===== config.mk =====
export PLATFORM = sky130hd
export DESIGN_NAME = irq_entry_unit
export DESIGN_NICKNAME = d
export VERILOG_FILES = /design/src/rtl/irq_entry_pkg.sv /design/src/rtl/irq_mask_reg.sv /design/src/rtl/int_detect.sv /design/src/rtl/entry_seq.sv /design/src/rtl/irq_entry_unit.sv
export SDC_FILE = /design/constraint.sdc
export NUM_CORES = 1
export LEC_CHECK = 0
export BUFFER_PORTS_ARGS = -buffer_cell sky130_fd_sc_hd__clkbuf_2
export CAP_MARGIN = 15
export CORE_MARGIN = 2
export CORE_UTILIZATION = 40
export DETAILED_ROUTE_END_ITERATION = 10
export PLACE_DENSITY_LB_ADDON = 0.08
export SETUP_SLACK_MARGIN = 0.2
export SLEW_MARGIN = 15
export SYNTH_ARGS = -nofsm -noshare
export SYNTH_HDL_FRONTEND = slang
export SYNTH_SLANG_ARGS = --single-unit

===== constraint.sdc =====
create_clock -name clk -period 1.6 [get_ports clk]
set_clock_uncertainty 0.2 [all_clocks]
set_input_delay 0.16 -clock clk [delete_from_list [all_inputs] [get_ports clk]]
set_output_delay 0.16 -clock clk [all_outputs]
set_load 0.005 [all_outputs]

===== src/rtl/irq_entry_pkg.sv =====
package irq_entry_pkg;

  typedef enum logic [2:0] {
    ST_IDLE    = 3'd0,
    ST_DUMMY_A = 3'd1,
    ST_DUMMY_B = 3'd2,
    ST_PUSH_HI = 3'd3,
    ST_PUSH_LO = 3'd4,
    ST_PUSH_ST = 3'd5,
    ST_VEC_LO  = 3'd6,
    ST_VEC_HI  = 3'd7
  } seq_st_e;

  localparam int unsigned STAT_BRK_BIT = 4;
  localparam int unsigned STAT_RSV_BIT = 5;

endpackage


===== src/rtl/irq_mask_reg.sv =====
module irq_mask_reg #(
  parameter int unsigned IRQ_N = 8
) (
  input  logic             clk,
  input  logic             rst_n,
  input  logic             wr,
  input  logic [IRQ_N-1:0] din,
  output logic [IRQ_N-1:0] mask
);

  for (genvar b = 0; b < IRQ_N; b++) begin : g_bit
    always_ff @(posedge clk or negedge rst_n) begin
      if (!rst_n)  mask[b] <= 1'b1;
      else if (wr) mask[b] <= din[b];
    end
  end

endmodule


===== src/rtl/int_detect.sv =====
module int_detect #(
  parameter int unsigned IRQ_N = 8
) (
  input  logic             clk,
  input  logic             rst_n,
  input  logic             cyc_en,
  input  logic             nmi_line,
  input  logic [IRQ_N-1:0] irq_src,
  input  logic [IRQ_N-1:0] irq_mask,
  input  logic             i_flag,
  input  logic             nmi_take,
  input  logic             brk_done,
  output logic             nmi_pend,
  output logic             int_pending
);

  logic             nmi_prev;
  logic             nmi_seen;
  logic             irq_run;
  logic             irq_prev;
  logic [IRQ_N-1:0] live_src;
  logic             nmi_edge;

  for (genvar s = 0; s < IRQ_N; s++) begin : g_src
    assign live_src[s] = irq_src[s] & irq_mask[s];
  end

  assign nmi_edge = cyc_en && !nmi_prev && nmi_line;

  always_ff @(posedge clk or negedge rst_n) begin
    if (!rst_n) begin
      nmi_prev <= 1'b0;
      nmi_pend <= 1'b0;
      nmi_seen <= 1'b0;
      irq_run  <= 1'b0;
      irq_prev <= 1'b0;
    end else begin
      if (cyc_en) begin
        nmi_prev <= nmi_line;
        irq_run  <= (|live_src) && !i_flag;
        irq_prev <= irq_run;
      end
      if (nmi_edge)      nmi_pend <= 1'b1;
      else if (nmi_take) nmi_pend <= 1'b0;
      if (nmi_take || brk_done) nmi_seen <= 1'b0;
      else if (cyc_en)          nmi_seen <= nmi_pend;
    end
  end

  assign int_pending = nmi_seen | irq_prev;

  p_pend_edge_r2: assert property (@(posedge clk) disable iff (!rst_n)
    (cyc_en && !nmi_prev && nmi_line) |=> nmi_pend);

  p_seen_delay_r2: assert property (@(posedge clk) disable iff (!rst_n)
    (cyc_en && !nmi_take && !brk_done) |=> (nmi_seen == $past(nmi_pend)));

  p_iflag_block_r3: assert property (@(posedge clk) disable iff (!rst_n)
    (cyc_en && i_flag) |=> !irq_run);

  p_take_clears_r6: assert property (@(posedge clk) disable iff (!rst_n)
    (nmi_take && !nmi_edge) |=> !nmi_pend);

  p_brk_clears_r8: assert property (@(posedge clk) disable iff (!rst_n)
    brk_done |=> !nmi_seen);

endmodule


===== src/rtl/entry_seq.sv =====
module entry_seq
  import irq_entry_pkg::*;
#(
  parameter logic [15:0] NMI_VEC    = 16'hFFFA,
  parameter logic [15:0] IRQ_VEC    = 16'hFFFE,
  parameter logic [7:0]  STACK_PAGE = 8'h01
) (
  input  logic        clk,
  input  logic        rst_n,
  input  logic        at_boundary,
  input  logic        brk_exec,
  input  logic        int_pending,
  input  logic        nmi_pend,
  input  logic [15:0] cur_pc,
  input  logic [7:0]  cur_sp,
  input  logic [7:0]  cur_status,
  input  logic        bus_ready,
  input  logic [7:0]  bus_rdata,
  output logic        bus_valid,
  output logic        bus_we,
  output logic [15:0] bus_addr,
  output logic [7:0]  bus_wdata,
  output logic        busy,
  output logic        set_i,
  output logic        nmi_take,
  output logic        brk_done,
  output logic        entry_done,
  output logic [15:0] new_pc,
  output logic [7:0]  new_sp
);

  localparam logic [7:0] BRK_M = 8'(1 << STAT_BRK_BIT);
  localparam logic [7:0] RSV_M = 8'(1 << STAT_RSV_BIT);

  seq_st_e     st;
  logic        is_brk;
  logic        use_nmi;
  logic [15:0] pc_q;
  logic [7:0]  sp_q;
  logic [7:0]  stat_q;
  logic [7:0]  vec_lo;
  logic        hs;
  logic        start;
  logic [15:0] push_pc;
  logic [15:0] vec_base;
  logic [7:0]  stat_push;

  assign start     = (st == ST_IDLE) && at_boundary && (brk_exec || int_pending);
  assign push_pc   = pc_q + {15'd0, is_brk};
  assign vec_base  = use_nmi ? NMI_VEC : IRQ_VEC;
  assign stat_push = is_brk ? (stat_q | BRK_M | RSV_M) : ((stat_q & ~BRK_M) | RSV_M);
  assign bus_valid = (st != ST_IDLE);
  assign busy      = bus_valid;
  assign hs        = bus_valid && bus_ready;
  assign set_i     = hs && (st == ST_PUSH_ST);
  assign nmi_take  = set_i && nmi_pend;
  assign brk_done  = hs && (st == ST_VEC_HI) && is_brk;

  always_comb begin
    bus_we    = 1'b0;
    bus_addr  = pc_q;
    bus_wdata = 8'h00;
    case (st)
      ST_PUSH_HI: begin
        bus_we = 1'b1; bus_addr = {STACK_PAGE, sp_q}; bus_wdata = push_pc[15:8];
      end
      ST_PUSH_LO: begin
        bus_we = 1'b1; bus_addr = {STACK_PAGE, sp_q}; bus_wdata = push_pc[7:0];
      end
      ST_PUSH_ST: begin
        bus_we = 1'b1; bus_addr = {STACK_PAGE, sp_q}; bus_wdata = stat_push;
      end
      ST_VEC_LO: bus_addr = vec_base;
      ST_VEC_HI: bus_addr = vec_base + 16'd1;
      default:   bus_addr = pc_q;
    endcase
  end

  always_ff @(posedge clk or negedge rst_n) begin
    if (!rst_n) begin
      st         <= ST_IDLE;
      is_brk     <= 1'b0;
      use_nmi    <= 1'b0;
      pc_q       <= 16'h0000;
      sp_q       <= 8'h00;
      stat_q     <= 8'h00;
      vec_lo     <= 8'h00;
      entry_done <= 1'b0;
      new_pc     <= 16'h0000;
      new_sp     <= 8'h00;
    end else begin
      entry_done <= 1'b0;
      if (start) begin
        is_brk  <= brk_exec;
        use_nmi <= 1'b0;
        pc_q    <= cur_pc;
        sp_q    <= cur_sp;
        stat_q  <= cur_status;
        st      <= brk_exec ? ST_DUMMY_B : ST_DUMMY_A;
      end else if (hs) begin
        case (st)
          ST_DUMMY_A: st <= ST_DUMMY_B;
          ST_DUMMY_B: st <= ST_PUSH_HI;
          ST_PUSH_HI: begin sp_q <= sp_q - 8'd1; st <= ST_PUSH_LO; end
          ST_PUSH_LO: begin sp_q <= sp_q - 8'd1; st <= ST_PUSH_ST; end
          ST_PUSH_ST: begin
            sp_q    <= sp_q - 8'd1;
            use_nmi <= nmi_pend;
            st      <= ST_VEC_LO;
          end
          ST_VEC_LO:  begin vec_lo <= bus_rdata; st <= ST_VEC_HI; end
          ST_VEC_HI: begin
            new_pc     <= {bus_rdata, vec_lo};
            new_sp     <= sp_q;
            entry_done <= 1'b1;
            st         <= ST_IDLE;
          end
          default:    st <= ST_IDLE;
        endcase
      end
    end
  end

  p_hold_r10: assert property (@(posedge clk) disable iff (!rst_n)
    (bus_valid && !bus_ready) |=> (bus_valid && $stable(bus_addr) && $stable(bus_we)
                                   && $stable(bus_wdata)));

  p_push_page_r4: assert property (@(posedge clk) disable iff (!rst_n)
    (bus_valid && bus_we) |-> (bus_addr[15:8] == STACK_PAGE));

  p_done_after_hs_r5: assert property (@(posedge clk) disable iff (!rst_n)
    entry_done |-> $past(bus_valid && bus_ready && !bus_we));

  p_idle_stays_r11: assert property (@(posedge clk) disable iff (!rst_n)
    (!bus_valid && !(at_boundary && (brk_exec || int_pending))) |=> !bus_valid);

endmodule


===== src/rtl/irq_entry_unit.sv =====
module irq_entry_unit #(
  parameter int unsigned IRQ_N      = 8,
  parameter logic [15:0] NMI_VEC    = 16'hFFFA,
  parameter logic [15:0] IRQ_VEC    = 16'hFFFE,
  parameter logic [7:0]  STACK_PAGE = 8'h01
) (
  input  logic             clk,
  input  logic             rst_n,
  input  logic             cyc_en,
  input  logic             nmi_line,
  input  logic [IRQ_N-1:0] irq_src,
  input  logic             mask_wr,
  input  logic [IRQ_N-1:0] mask_din,
  input  logic             i_flag,
  input  logic             at_boundary,
  input  logic             brk_exec,
  input  logic [15:0]      cur_pc,
  input  logic [7:0]       cur_sp,
  input  logic [7:0]       cur_status,
  output logic             bus_valid,
  input  logic             bus_ready,
  output logic             bus_we,
  output logic [15:0]      bus_addr,
  output logic [7:0]       bus_wdata,
  input  logic [7:0]       bus_rdata,
  output logic             int_pending,
  output logic             busy,
  output logic             set_i,
  output logic             entry_done,
  output logic [15:0]      new_pc,
  output logic [7:0]       new_sp
);

  logic [IRQ_N-1:0] mask_q;
  logic             nmi_pend;
  logic             nmi_take;
  logic             brk_done;

  irq_mask_reg #(.IRQ_N(IRQ_N)) u_mask (
    .clk  (clk),
    .rst_n(rst_n),
    .wr   (mask_wr),
    .din  (mask_din),
    .mask (mask_q)
  );

  int_detect #(.IRQ_N(IRQ_N)) u_det (
    .clk        (clk),
    .rst_n      (rst_n),
    .cyc_en     (cyc_en),
    .nmi_line   (nmi_line),
    .irq_src    (irq_src),
    .irq_mask   (mask_q),
    .i_flag     (i_flag),
    .nmi_take   (nmi_take),
    .brk_done   (brk_done),
    .nmi_pend   (nmi_pend),
    .int_pending(int_pending)
  );

  entry_seq #(
    .NMI_VEC   (NMI_VEC),
    .IRQ_VEC   (IRQ_VEC),
    .STACK_PAGE(STACK_PAGE)
  ) u_seq (
    .clk        (clk),
    .rst_n      (rst_n),
    .at_boundary(at_boundary),
    .brk_exec   (brk_exec),
    .int_pending(int_pending),
    .nmi_pend   (nmi_pend),
    .cur_pc     (cur_pc),
    .cur_sp     (cur_sp),
    .cur_status (cur_status),
    .bus_ready  (bus_ready),
    .bus_rdata  (bus_rdata),
    .bus_valid  (bus_valid),
    .bus_we     (bus_we),
    .bus_addr   (bus_addr),
    .bus_wdata  (bus_wdata),
    .busy       (busy),
    .set_i      (set_i),
    .nmi_take   (nmi_take),
    .brk_done   (brk_done),
    .entry_done (entry_done),
    .new_pc     (new_pc),
    .new_sp     (new_sp)
  );

  p_done_one_r5: assert property (@(posedge clk) disable iff (!rst_n)
    entry_done |=> !entry_done);

endmodule


==> flow_summary_export.csv <==
group,metric,value,unit
routing,route.met2.wl,9167,um
worst_setup_path,critPathMaxFanout,5,
placement,dpl.hpwl,8771,um
sta,rsz0062_at_grt,"yes",
power_and_ir_drop,cellPowerDensity,1877,nW/um^2
yosys,async_reset_ff_share,100.0,%
routing,post_drt_wl_per_cell,20.46,um
routing,dr_total_vias,4891,
status,violations,"negative setup slack",
worst_setup_path,required,1.24,ns
yosys,yosysTopAreaCellShare,44.40,%
yosys,ys_types,52,
yosys,ys_warn_count,0,
yosys,syn_area,4114,um^2
yosys,synth_top_area_cell,"dfrtp_1",
cts,cts-root-buf,"clkbuf_8",
placement,place_worst_setup_slack,-0.2895,ns
yosys,netlist_top_cells_area,"dfrtp_1 44%, nand2_1 13%, mux2_2 5.2%, dfstp_2 5.1%, xnor2_1 3.2%",
placement,gp_congestion,0.8567,
cts,cts.sinks,81,
global_route,antenna_found_initial,0,
routing,routedLengthMet1,7064,um
routing,routed.top_layer,"met4",
routing,wl_met3,1143,um
routing,firstDrtPassIters,5,
yosys,syn_inst,461,
min_path,hold_path.class,"in2reg",
global_route,grt_pass1_wl,24640,um
routing,drcViolationCount,0,
sta,max_slew_margin,71.74,%
sta,final-hold-violation-count,0,
cts,clkSlewWorstSetupHoldPaths,0.09,ns
global_route,grt_max_degree,40,
status,status,"finished, violations left",
global_route,grt_pass1_vias,4879,
routing,ant_nets,0,
flow_run,cap_violations,0,
finish,n_antenna_cell,0,
worst_setup_path,r2r_setup_slack,-0.59,ns
routing,drtIter0Drc,256,
routing,viasPerCell,5.434,
finish,layout.nets,828,
floorplan,io_pins,119,
placement,port_buffers,116,
power_and_ir_drop,peakVddDrop,1.182,mV
finish,post-route-util,81.96,%
worst_setup_path,startpoint_type,"flip-flop",
floorplan,die_w,105.4,um
worst_setup_path,worstSetupEndpointType,"output pin",
sta,setup_viol,97,
floorplan,rows,37,
finish,filler_cell_count,572,
sta,period_share,150.8,%
worst_setup_path,cp.arrival,2.05,ns
cts,clk_path_buf_depth,2,
sta,worst_pin_slew,0.4195,ns
cts,cts_made_buffers,9,
worst_setup_path,critical_path_class,"reg2out",
sta,period_minus_slack,2.413,ns
yosys,yosysSeqAreaShare,49.51,%
cts,clkLatencyLatePin,0.37,ns
yosys,synth_edf_count,0,
floorplan,start_util,40.58,%
cts,htree_levels,3,
sta,worst_slack,-0.8131,ns
finish,drive_gt1_share,65.84,%
yosys,synth_nets,530,
sta,fmax,0.4144,GHz
power_and_ir_drop,leakage,0.003956,uW
yosys,ys.flop_type,"dfrtp_1",
global_route,overflow,0,
floorplan,die_y,105.4,um
yosys,ys_seq_elements,81,
routing,routed_wl,18410,um
cts,tritoncts,"built",
yosys,syn_avg_cell_area,8.924,um^2
finish,area_growth,102.0,%
global_route,track_usage,28.53,%
floorplan,coreArea,10140,um^2
sta,final-max-slew-violation-count,0,
floorplan,dieArea,11110,um^2
[final cells by class]
class                      count  area, um^2  share of cell area (%)
clock inverter                 5       61.31                  0.7378
sequential                    81        2042                   24.57
multi-input combinational    336        2938                   35.36
inverter                      12       65.06                  0.7830
clock buffer                  11       151.4                   1.822
tap                          136       170.2                   2.048
timing repair buffer         319        2882                   34.68
[synthesized netlist by cell type, types with 2 or more instances]
| library cell | count |
|---|---|
| a22oi_1 | 4 |
| mux2_2 | 19 |
| nor2b_1 | 4 |
| nand3b_1 | 2 |
| o22ai_1 | 14 |
| nor2_1 | 18 |
| nand3_1 | 10 |
| mux2i_1 | 5 |
| and3_1 | 2 |
| a21oi_1 | 19 |
| o31ai_1 | 2 |
| nand4_1 | 5 |
| nor3_1 | 9 |
| buf_1 | 3 |
| xnor2_1 | 15 |
| buf_2 | 12 |
| dfstp_2 | 8 |
| o211ai_1 | 2 |
| nor4_1 | 5 |
| or3_1 | 2 |
| xor2_1 | 3 |
| ha_1 | 4 |
| a211oi_1 | 7 |
| clkbuf_1 | 14 |
| nand2_1 | 143 |
| o21a_1 | 4 |
| and2_1 | 2 |
| inv_1 | 11 |
| o21ai_0 | 18 |
| dfrtp_1 | 73 |
[per-stage QoR]
step	power, uW	area, um^2	hold slack, ns	setup TNS (ns)	cells
after floorplan	6626	4384	-0.3356	-0.6282	461
after global placement	9079	5524	-0.09716	-2.225	755
after detailed placement	9204	5524	-0.09447	-3.378	755
after CTS	13360	7551	0.01046	-33.41	880
after global routing	16280	8309	0.02027	-49.44	900
final	15590	8309	0.03132	-43.02	900
[power by group]
part,total [uW],switching (uW),leakage [uW],internal [uW]
combinational,10200,4940,0.00286,5250
clock,1630,818,0.000110,815
sequential,3770,854,0.000981,2920
total,15600,6610,0.00396,8980
[sequential cells by signal, indices dropped and copies added, names as in the netlist]
register,flops
u_seq.new_pc,16
u_seq.use_nmi,1
u_det.irq_run,1
u_seq.vec_lo,8
u_seq.entry_done,1
u_seq.stat_q,6
u_det.nmi_pend,1
u_seq.sp_q,8
u_seq.pc_q,16
u_det.irq_prev,1
u_det.nmi_prev,1
u_seq.is_brk,1
u_seq.st,3
u_det.nmi_seen,1
u_mask.mask,8
u_seq.new_sp,8
[logic make-up (layout without fill, tap and decap cells)]
logic type | Yosys count | count (layout) | synth area share, %
simple gates | 210 | 210 | 22.14
flops | 81 | 81 | 49.51
compound gates | 80 | 80 | 12.20
buf+inv | 44 | 347 | 4.684
mux | 24 | 24 | 6.417
xor+xnor | 18 | 18 | 3.832
fa+ha+maj | 4 | 4 | 1.217
[worst max-delay path, stage by stage (launching register included)]
cell     delay (ns)
dfrtp_2        0.45
ha_4           0.18
ha_4           0.17
buf_4          0.13
buf_6          0.11
nand3_4        0.06
nor3_4         0.04
xnor2_1        0.23
o22ai_1        0.15
buf_2          0.17
[timing repair]
action / CTS / global route
hold buffers: 51 / 0
buffers inserted: 43 / 20
endpoints found under the hold margin: 137 / 0
setup endpoints to repair: 97 / 99
resized for setup: 163 / 157
gates cloned: 15 / 0
pin swaps: 52 / 87
[path summary, 6_finish.rpt]
| kind | startpoint | endpoint | cells past startpoint |
|---|---|---|---|
| max | u_seq.pc_q[0] | bus_wdata[4] | 9 |
| max in group asynchronous | rst_n | u_mask.mask[0] | 3 |
| min reg2reg | u_det.nmi_prev | u_det.nmi_pend | 1 |
| max reg2reg | u_seq.st[2] | u_seq.sp_q[6] | 10 |
| min in group asynchronous | rst_n | u_seq.stat_q[3] | 2 |
| min | mask_wr | u_mask.mask[5] | 2 |
[placed cells by master (no fill, tap or decap), types with 9 or more instances in the layout]
cell type	instances
clkbuf_2	102
buf_12	15
buf_4	79
mux2_2	11
o22ai_1	9
buf_2	12
nand2_2	59
a21oi_2	13
buf_16	14
buf_6	45
nor2_4	9
nand2_4	31
dfrtp_1	69
dlygate4sd3_1	51
xnor2_1	12
o21ai_2	9
clkbuf_8	11
nand2_1	52
[metal layers]
layer  vias up  global-route usage (%)
li1       2164                       -
met1      2417                   33.96
met2       233                   48.57
met3        77                   6.679
met4         0                   13.52
met5         -                       0
No activity file was read; power rests on OpenSTA's default activity.
